===== src/rtl/aux_sysctl_pkg.sv =====
package aux_sysctl_pkg;

  typedef enum logic [2:0] {
    RGN_CFG    = 3'd0,
    RGN_DIAG   = 3'd1,
    RGN_MODEM  = 3'd2,
    RGN_AUX1   = 3'd3,
    RGN_AUX2   = 3'd4,
    RGN_LED    = 3'd5,
    RGN_SYSCTL = 3'd6
  } region_e;

  typedef enum logic [1:0] {
    SZ_BYTE = 2'd0,
    SZ_HALF = 2'd1,
    SZ_WORD = 2'd2
  } size_e;

  localparam int CFG_PWR_EN_BIT = 3;
  localparam int AUX1_TC_BIT    = 1;
  localparam int AUX2_OFF_BIT   = 0;
  localparam int AUX2_CLR_BIT   = 1;
  localparam int AUX2_FLAG_BIT  = 5;
  localparam int SYS_TRIG_BIT   = 0;
  localparam logic [7:0] SYS_STATUS_VAL = 8'h02;

endpackage


===== src/rtl/aux_sync_chain.sv =====
module aux_sync_chain #(
  parameter int STAGES = 2
) (
  input  logic clk,
  input  logic arst_n,
  input  logic d_i,
  output logic q_o
);
  logic [STAGES-1:0] sr_q;

  generate
    if (STAGES == 1) begin : g_single
      always_ff @(posedge clk or negedge arst_n) begin
        if (!arst_n) sr_q <= '0;
        else         sr_q <= d_i;
      end
    end else begin : g_chain
      always_ff @(posedge clk or negedge arst_n) begin
        if (!arst_n) sr_q <= '0;
        else         sr_q <= {sr_q[STAGES-2:0], d_i};
      end
    end
  endgenerate

  assign q_o = sr_q[STAGES-1];
endmodule


===== src/rtl/aux_pwrfail_unit.sv =====
module aux_pwrfail_unit (
  input  logic clk,
  input  logic arst_n,
  input  logic fail_sync_i,
  input  logic enable_i,
  input  logic clear_i,
  output logic flag_o,
  output logic irq_o
);
  logic flag_q;

  always_ff @(posedge clk or negedge arst_n) begin
    if (!arst_n)      flag_q <= 1'b0;
    else if (clear_i) flag_q <= 1'b0;
    else              flag_q <= fail_sync_i & enable_i;
  end

  assign flag_o = flag_q;
  assign irq_o  = flag_q & enable_i;

  AST_FLAG_FROM_INPUT: assert property (@(posedge clk) disable iff (!arst_n)
    flag_q |-> $past(fail_sync_i));
  AST_CLEAR_DROPS_FLAG: assert property (@(posedge clk) disable iff (!arst_n)
    clear_i |=> !flag_q);
endmodule


===== src/rtl/aux_sysctl_regs.sv =====
module aux_sysctl_regs
  import aux_sysctl_pkg::*;
#(
  parameter int DATA_W      = 32,
  parameter int LED_W       = 16,
  parameter int SYNC_STAGES = 2
) (
  input  logic              clk,
  input  logic              rst_n,
  input  logic              por_n,
  input  logic              req_valid,
  input  logic              req_write,
  input  logic [2:0]        req_region,
  input  logic [1:0]        req_size,
  input  logic [1:0]        req_addr,
  input  logic [DATA_W-1:0] req_wdata,
  output logic [DATA_W-1:0] rd_data,
  input  logic              pwr_fail_i,
  output logic              pwr_irq_o,
  output logic              tc_pulse_o,
  output logic              shutdown_req_o,
  output logic              reset_req_o
);
  localparam int BYTE_W = 8;

  logic blk_rst_n;
  assign blk_rst_n = rst_n & por_n;

  // Access decode
  logic size_ok, acc_wr, acc_rd, at_base;
  always_comb begin
    case (req_region)
      RGN_CFG, RGN_DIAG, RGN_MODEM, RGN_AUX1, RGN_AUX2:
        size_ok = (req_size == SZ_BYTE);
      RGN_LED:    size_ok = (req_size == SZ_HALF);
      RGN_SYSCTL: size_ok = (req_size == SZ_WORD);
      default:    size_ok = 1'b0;
    endcase
  end
  assign acc_wr  = req_valid && size_ok && req_write;
  assign acc_rd  = req_valid && size_ok && !req_write;
  assign at_base = (req_addr == 2'd0);

  logic wr_cfg, wr_diag, wr_modem, wr_aux1, wr_aux2, wr_led, wr_sys;
  assign wr_cfg   = acc_wr && (req_region == RGN_CFG);
  assign wr_diag  = acc_wr && (req_region == RGN_DIAG);
  assign wr_modem = acc_wr && (req_region == RGN_MODEM);
  assign wr_aux1  = acc_wr && (req_region == RGN_AUX1);
  assign wr_aux2  = acc_wr && (req_region == RGN_AUX2);
  assign wr_led   = acc_wr && (req_region == RGN_LED) && at_base;
  assign wr_sys   = acc_wr && (req_region == RGN_SYSCTL) && at_base;

  // Registers cleared by block reset
  logic [BYTE_W-1:0] cfg_q, aux1_q, modem_q;
  logic              aux2_off_q;
  logic              tc_q, shut_q, rstreq_q;

  always_ff @(posedge clk or negedge blk_rst_n) begin
    if (!blk_rst_n) begin
      cfg_q      <= '0;
      aux1_q     <= '0;
      modem_q    <= '0;
      aux2_off_q <= 1'b0;
      tc_q       <= 1'b0;
      shut_q     <= 1'b0;
      rstreq_q   <= 1'b0;
    end else begin
      if (wr_cfg)   cfg_q   <= req_wdata[BYTE_W-1:0];
      if (wr_modem) modem_q <= req_wdata[BYTE_W-1:0];
      if (wr_aux1)
        aux1_q <= req_wdata[BYTE_W-1:0] & ~(BYTE_W'(1) << AUX1_TC_BIT);
      if (wr_aux2)  aux2_off_q <= req_wdata[AUX2_OFF_BIT];
      tc_q     <= wr_aux1 && req_wdata[AUX1_TC_BIT];
      shut_q   <= wr_aux2 && req_wdata[AUX2_OFF_BIT];
      rstreq_q <= wr_sys && req_wdata[SYS_TRIG_BIT];
    end
  end

  // Registers cleared only at power-on
  logic [BYTE_W-1:0] diag_q, sys_q;
  logic [LED_W-1:0]  led_q;

  always_ff @(posedge clk or negedge por_n) begin
    if (!por_n) begin
      diag_q <= '0;
      sys_q  <= '0;
      led_q  <= '0;
    end else begin
      if (wr_diag) diag_q <= req_wdata[BYTE_W-1:0];
      if (wr_led)  led_q  <= req_wdata[LED_W-1:0];
      if (wr_sys && req_wdata[SYS_TRIG_BIT]) sys_q <= SYS_STATUS_VAL;
    end
  end

  // Power-fail path
  logic fail_sync, pf_flag;

  aux_sync_chain #(.STAGES(SYNC_STAGES)) u_sync (
    .clk    (clk),
    .arst_n (blk_rst_n),
    .d_i    (pwr_fail_i),
    .q_o    (fail_sync)
  );

  aux_pwrfail_unit u_pwr (
    .clk         (clk),
    .arst_n      (blk_rst_n),
    .fail_sync_i (fail_sync),
    .enable_i    (cfg_q[CFG_PWR_EN_BIT]),
    .clear_i     (wr_aux2 && req_wdata[AUX2_CLR_BIT]),
    .flag_o      (pf_flag),
    .irq_o       (pwr_irq_o)
  );

  // Readback
  logic [BYTE_W-1:0] aux2_view;
  always_comb begin
    aux2_view = '0;
    aux2_view[AUX2_OFF_BIT]  = aux2_off_q;
    aux2_view[AUX2_FLAG_BIT] = pf_flag;
  end

  always_comb begin
    rd_data = '0;
    if (acc_rd) begin
      case (req_region)
        RGN_CFG:    rd_data = DATA_W'(cfg_q);
        RGN_DIAG:   rd_data = DATA_W'(diag_q);
        RGN_MODEM:  rd_data = DATA_W'(modem_q);
        RGN_AUX1:   rd_data = DATA_W'(aux1_q);
        RGN_AUX2:   rd_data = DATA_W'(aux2_view);
        RGN_LED:    rd_data = at_base ? DATA_W'(led_q) : '0;
        RGN_SYSCTL: rd_data = at_base ? DATA_W'(sys_q) : '0;
        default:    rd_data = '0;
      endcase
    end
  end

  assign tc_pulse_o     = tc_q;
  assign shutdown_req_o = shut_q;
  assign reset_req_o    = rstreq_q;

  AST_IRQ_NEEDS_ENABLE: assert property (@(posedge clk) disable iff (!blk_rst_n)
    pwr_irq_o |-> cfg_q[CFG_PWR_EN_BIT]);
  AST_TC_FROM_WRITE: assert property (@(posedge clk) disable iff (!blk_rst_n)
    tc_q |-> $past(wr_aux1 && req_wdata[AUX1_TC_BIT]));
  AST_TC_NOT_STORED: assert property (@(posedge clk) disable iff (!blk_rst_n)
    wr_aux1 |=> !aux1_q[AUX1_TC_BIT]);
  AST_SHUTDOWN_MATCHES_OFF: assert property (@(posedge clk) disable iff (!blk_rst_n)
    shut_q |-> aux2_off_q);
  AST_RESETREQ_STATUS: assert property (@(posedge clk) disable iff (!blk_rst_n)
    rstreq_q |-> (sys_q == SYS_STATUS_VAL));
  AST_BADSIZE_DIAG_KEPT: assert property (@(posedge clk) disable iff (!blk_rst_n)
    (req_valid && req_write && req_region == RGN_DIAG && req_size != SZ_BYTE)
      |=> $stable(diag_q));
endmodule


===== config.mk =====
export PLATFORM = sky130hd
export DESIGN_NAME = aux_sysctl_regs
export DESIGN_NICKNAME = d
export VERILOG_FILES = /design/src/rtl/aux_sysctl_pkg.sv /design/src/rtl/aux_sync_chain.sv /design/src/rtl/aux_pwrfail_unit.sv /design/src/rtl/aux_sysctl_regs.sv
export SDC_FILE = /design/constraint.sdc
export NUM_CORES = 1
export LEC_CHECK = 0
export ABC_CLOCK_PERIOD_IN_PS = 2050
export CELL_PAD_IN_SITES_DETAIL_PLACEMENT = 1
export CELL_PAD_IN_SITES_GLOBAL_PLACEMENT = 1
export CORE_ASPECT_RATIO = 1.5
export CORE_MARGIN = 2
export CORE_UTILIZATION = 33
export CTS_CLUSTER_SIZE = 14
export DETAILED_ROUTE_END_ITERATION = 12
export PLACE_DENSITY_LB_ADDON = 0.2
export SLEW_MARGIN = 20
export SYNTH_ARGS = -nofsm -noshare
export SYNTH_HDL_FRONTEND = slang
export SYNTH_HIERARCHICAL = 1
export SYNTH_SLANG_ARGS = --single-unit

===== constraint.sdc =====
create_clock -name clk -period 2.05 [get_ports clk]
set_input_delay 0.41 -clock clk [delete_from_list [all_inputs] [get_ports clk]]
set_output_delay 0.41 -clock clk [all_outputs]
set_load 0.03 [all_outputs]

==> results by group <==
Run status
  – Outcome: complete, but fails checks
  – Failing checks: setup timing

Hold path
  – Type of the most critical hold path: flop to flop
  – Worst hold path startpoint: u_sync/sr_q[0]
  – Cell depth of the worst min-delay path: 0
  – Hold Path End: u_sync/sr_q[1]

Synth
  – Post-synthesis cell type count: 42
  – Syn Std Cell Area: 0.00275 mm^2
  – Top-area cell type share of the netlist area: 50.1%
  – Synth area leaders: sky130_fd_sc_hd__dfrtp_1 50%, sky130_fd_sc_hd__mux2_2 19%, sky130_fd_sc_hd__buf_4 4.6%
  – Register bit count reported by yosys: between 50 and 60
  – Mean Syn Cell Area: ~13 um^2
  – Number of cells produced by synthesis: 219
  – Number of warnings issued by yosys: 6
  – Sequential fraction of the synthesis area: 50.1%
  – Synth area leader: sky130_fd_sc_hd__dfrtp_1

Critical path
  – Worst r2r dst: cfg_q[3]
  – Ordered cell list for the critical path: buf_6, buf_6, and3_4, o311a_4, buf_6, o21a_4, and3_4, buf_6
  – Type of the setup path with the least slack: primary input to output pin
  – Worst reg2reg startpoint: cfg_q[3]
  – WP data arrival: approximately 1800 ps
  – Nature of the critical path startpoint: primary input
  – Worst Path Buf+Inv: 4
  – Cell at the slowest stage of the critical path: sky130_fd_sc_hd__o311a_4
  – Worst reg2reg setup slack: between 1000 and 1500 ps
  – Cell mode on critical path: sky130_fd_sc_hd__buf_6
  – Largest incremental delay on the critical path: 330 ps
  – Top cell family by delay on the critical path: compound AO/OA/AOI/OAI gates
  – Required time at the endpoint of the critical path: around 1600 ps
  – Critical-path maximum fanout: 8
  – Worst Setup End Kind: output pin
  – R2R cell count: 2

STA
  – Post-route worst setup slack: -133 ps
  – Fin crit share: 106%
  – Achievable clock frequency: 458 MHz
  – RSZ-0062 raised after global routing: true
  – Final Hold Violating Endpoints: 0
  – Final Max Slew Viols: 0
  – Clock period minus final worst setup slack: 2180 ps
  – Clock skew after layout: 0.434 ps
  – Setup-violating endpoint count in the final report: 16

Power
  – Switching power share of the total: 26.7%
  – Static Leak: 1.96 nW
  – Overall power of the completed layout: 2.61 mW
  – Maximum ir drop on the vdd rail: 0.000451 V
  – Clock share of power: 33.7%
  – Total internal power: 1.91 mW
  – Switching power: 0.696 mW
  – Power Dens Cells: 612 mW/mm^2
  – Seq pwr share: a little under half
  – Combinational fraction of design power: 19.0%

Routing
  – Final routed DRC violation total: 0
  – Number of optimization iterations in the first detailed-route pass: 4
  – Routed WL per cell: 18.2 um
  – WL final: 7780 um
  – Post-route antenna net violation count: 0
  – Total via count in the routed design: roughly 2100
  – Count of routing violations after the opening detailed-route iteration: 28
  – Post-detailed-route via-to-cell ratio: 4.88

Global route
  – Overall fraction of global-route tracks in use: 18.3%
  – Maximum number of pins on one net before global-route repair: 31
  – Number of global-route vias before repair: around 2400
  – Global-route wire length before repair: 12300 um
  – Antenna violations before repair: 0
  – Grt ovf: 0

Placed design
  – Area post-placement: 0.00376 mm^2
  – Post-DP HPWL: 5330 um
  – Total of buffers placed on input and output ports: 48
  – Routability congestion estimate from global placement: 0.763

Layout
  – Total area of multi-input combinational cells: 0.00151 mm^2
  – Layout cells sized above 1: 56.7%
  – Antenna diode instance count: 0
  – Relative area change from synthesis to final layout: 55.2%
  – Final instance area: between 0.004 and 0.005 mm^2
  – Register area: 0.00138 mm^2
  – Final-layout fill cell count: 835
  – Final #Nets: 367

Floorplan
  – Ports placed on the boundary: 81
  – Width of the die: 78.5 um
  – Die extent in y: 116 um
  – Initial cell density of the core: between 30% and 40%
  – Die Footprint: 0.00909 mm^2
  – Placeable core area: ~0.0081 mm^2
  – Std cell rows: 40

Job
  – Maximum capacitance violations: 0

Clock tree
  – Clock edge transition at the registers on the reported setup and hold paths: 70 ps
  – Clk buf depth: 2
  – Worst-Skew Late Latency: 300 ps
  – CTS sink cnt: 55
  – Library cell used as clock root buffer: sky130_fd_sc_hd__clkbuf_16
  – TritonCTS clock tree: done
  – Hold buffer count at CTS: 0
  – Clock buffer count from CTS: 5
  – CTS H-tree depth: 2
[layer usage]
metal	track usage (%)	share of wire, %	vias to the layer above	wire length (um)
met3	3.35	3.9	15	303
li1	-	-	954	-
met5	0	0	-	0
met1	20.0	37	1058	2900
met2	34.6	56	61	4370
met4	7.49	2.6	0	206
[power by group through the flow]
| stage | Clock (mW) | Sequential [mW] | Combinational [mW] |
|---|---|---|---|
| 3_5_place_dp | 0 | 1.26 | 0.438 |
| 2_1_floorplan | 0 | 1.24 | 0.279 |
| 4_1_cts | 0.902 | 1.24 | 0.485 |
| 6_report | 0.880 | 1.24 | 0.496 |
| 3_3_place_gp | 0 | 1.25 | 0.428 |
| 5_1_grt | 0.940 | 1.25 | 0.532 |
[cell families (layout without fill, tap and decap cells)]
kind of cell           Yosys count  in the layout  share of synthesized area (%)
flip-flops                      55             55                           50.1
AO/OA/AOI/OAI                   20             20                           4.65
buffers and inverters           28            117                           6.56
AND/OR/NAND/NOR                 58             58                           13.3
multiplexers                    57             57                           25.2
other                            1             16                          0.136
[placed cells by master, fill, tap and decap left out, types with 6 or more instances in the layout]
master                             n
sky130_fd_sc_hd__dfrtp_1          55
sky130_fd_sc_hd__and3_4            9
sky130_fd_sc_hd__buf_12            8
sky130_fd_sc_hd__clkdlybuf4s50_1  23
sky130_fd_sc_hd__mux2_4            6
sky130_fd_sc_hd__nor2_4            7
sky130_fd_sc_hd__buf_4            36
sky130_fd_sc_hd__conb_1           16
sky130_fd_sc_hd__mux2_2           41
sky130_fd_sc_hd__buf_6            29
[worst max path at each step]
stage	from	endpoint	slack, ps	cells after the start
5_1_grt	req_region[0]	rd_data[9]	-170	8
3_3_place_gp	req_region[0]	rd_data[3]	-930	7
2_1_floorplan	req_region[2]	rd_data[1]	30	5
6_report	req_region[2]	rd_data[12]	-130	8
4_1_cts	req_region[2]	rd_data[11]	-170	8
3_5_place_dp	req_region[1]	rd_data[7]	-950	7
[repair_timing]
item,4_1_cts,5_1_grt
gates cloned,1,0
endpoints found under the setup margin,65,24
buffers inserted,8,3
pin swaps,22,20
resized for setup,106,15
[stage by stage]
stage | util, % | TNS (ps) | setup WS [ps] | hold WS [ps] | instances
final | 52.9 | -1550 | -133 | 358 | 428
after global routing | 52.9 | -2220 | -173 | 377 | 428
after CTS | 52.1 | -2180 | -169 | 366 | 425
after detailed placement | 46.6 | -39600 | -954 | 349 | 408
after global placement | 46.6 | -37910 | -933 | 335 | 408
after floorplan | - | 0 | 31.3 | 114 | 234
[final cells by class]
type	instances	share of cell area, %
Sequential cell	55	32.3
Tap cell	105	3.08
Inverter	4	0.352
Timing Repair Buffer	105	25.3
Multi-Input combinational cell	151	35.5
Clock inverter	3	0.557
Clock buffer	5	2.93
[synthesized netlist by cell type]
cell type	n
sky130_fd_sc_hd__o21ai_1	1
sky130_fd_sc_hd__nor2b_1	7
sky130_fd_sc_hd__nor3_1	3
sky130_fd_sc_hd__buf_4	17
sky130_fd_sc_hd__mux2_1	1
sky130_fd_sc_hd__nand2b_1	3
sky130_fd_sc_hd__nand4b_1	1
sky130_fd_sc_hd__o22ai_1	1
sky130_fd_sc_hd__a31o_2	1
sky130_fd_sc_hd__and2_1	3
sky130_fd_sc_hd__clkbuf_1	3
sky130_fd_sc_hd__dfrtp_1	55
sky130_fd_sc_hd__buf_6	1
sky130_fd_sc_hd__nand2_1	7
sky130_fd_sc_hd__o311a_1	1
sky130_fd_sc_hd__and3b_1	1
sky130_fd_sc_hd__a21o_1	1
sky130_fd_sc_hd__mux2_2	47
sky130_fd_sc_hd__o21ai_0	2
sky130_fd_sc_hd__or2_2	1
sky130_fd_sc_hd__a21oi_1	8
sky130_fd_sc_hd__o211ai_1	1
sky130_fd_sc_hd__a32o_1	1
sky130_fd_sc_hd__nor3_4	1
sky130_fd_sc_hd__nor2_1	9
sky130_fd_sc_hd__or3_1	1
sky130_fd_sc_hd__o21a_1	1
sky130_fd_sc_hd__or3b_4	1
sky130_fd_sc_hd__nand4_4	1
sky130_fd_sc_hd__or4_1	1
sky130_fd_sc_hd__a31oi_1	1
sky130_fd_sc_hd__mux2i_1	4
sky130_fd_sc_hd__nor2_2	3
sky130_fd_sc_hd__and3_1	11
sky130_fd_sc_hd__nor4b_1	2
sky130_fd_sc_hd__nand3b_1	1
sky130_fd_sc_hd__inv_1	4
sky130_fd_sc_hd__buf_2	3
sky130_fd_sc_hd__a221oi_1	1
sky130_fd_sc_hd__mux4_2	5
sky130_fd_sc_hd__nor2_4	1
sky130_fd_sc_hd__conb_1	1
[registers in the layout (all words and copies together), names as in the netlist, 2 cells and up]
register	count
u_sync/sr_q	2
led_q	16
modem_q	8
cfg_q	8
diag_q	8
aux1_q	7
Note: power is estimated with default switching activity, not from simulation.
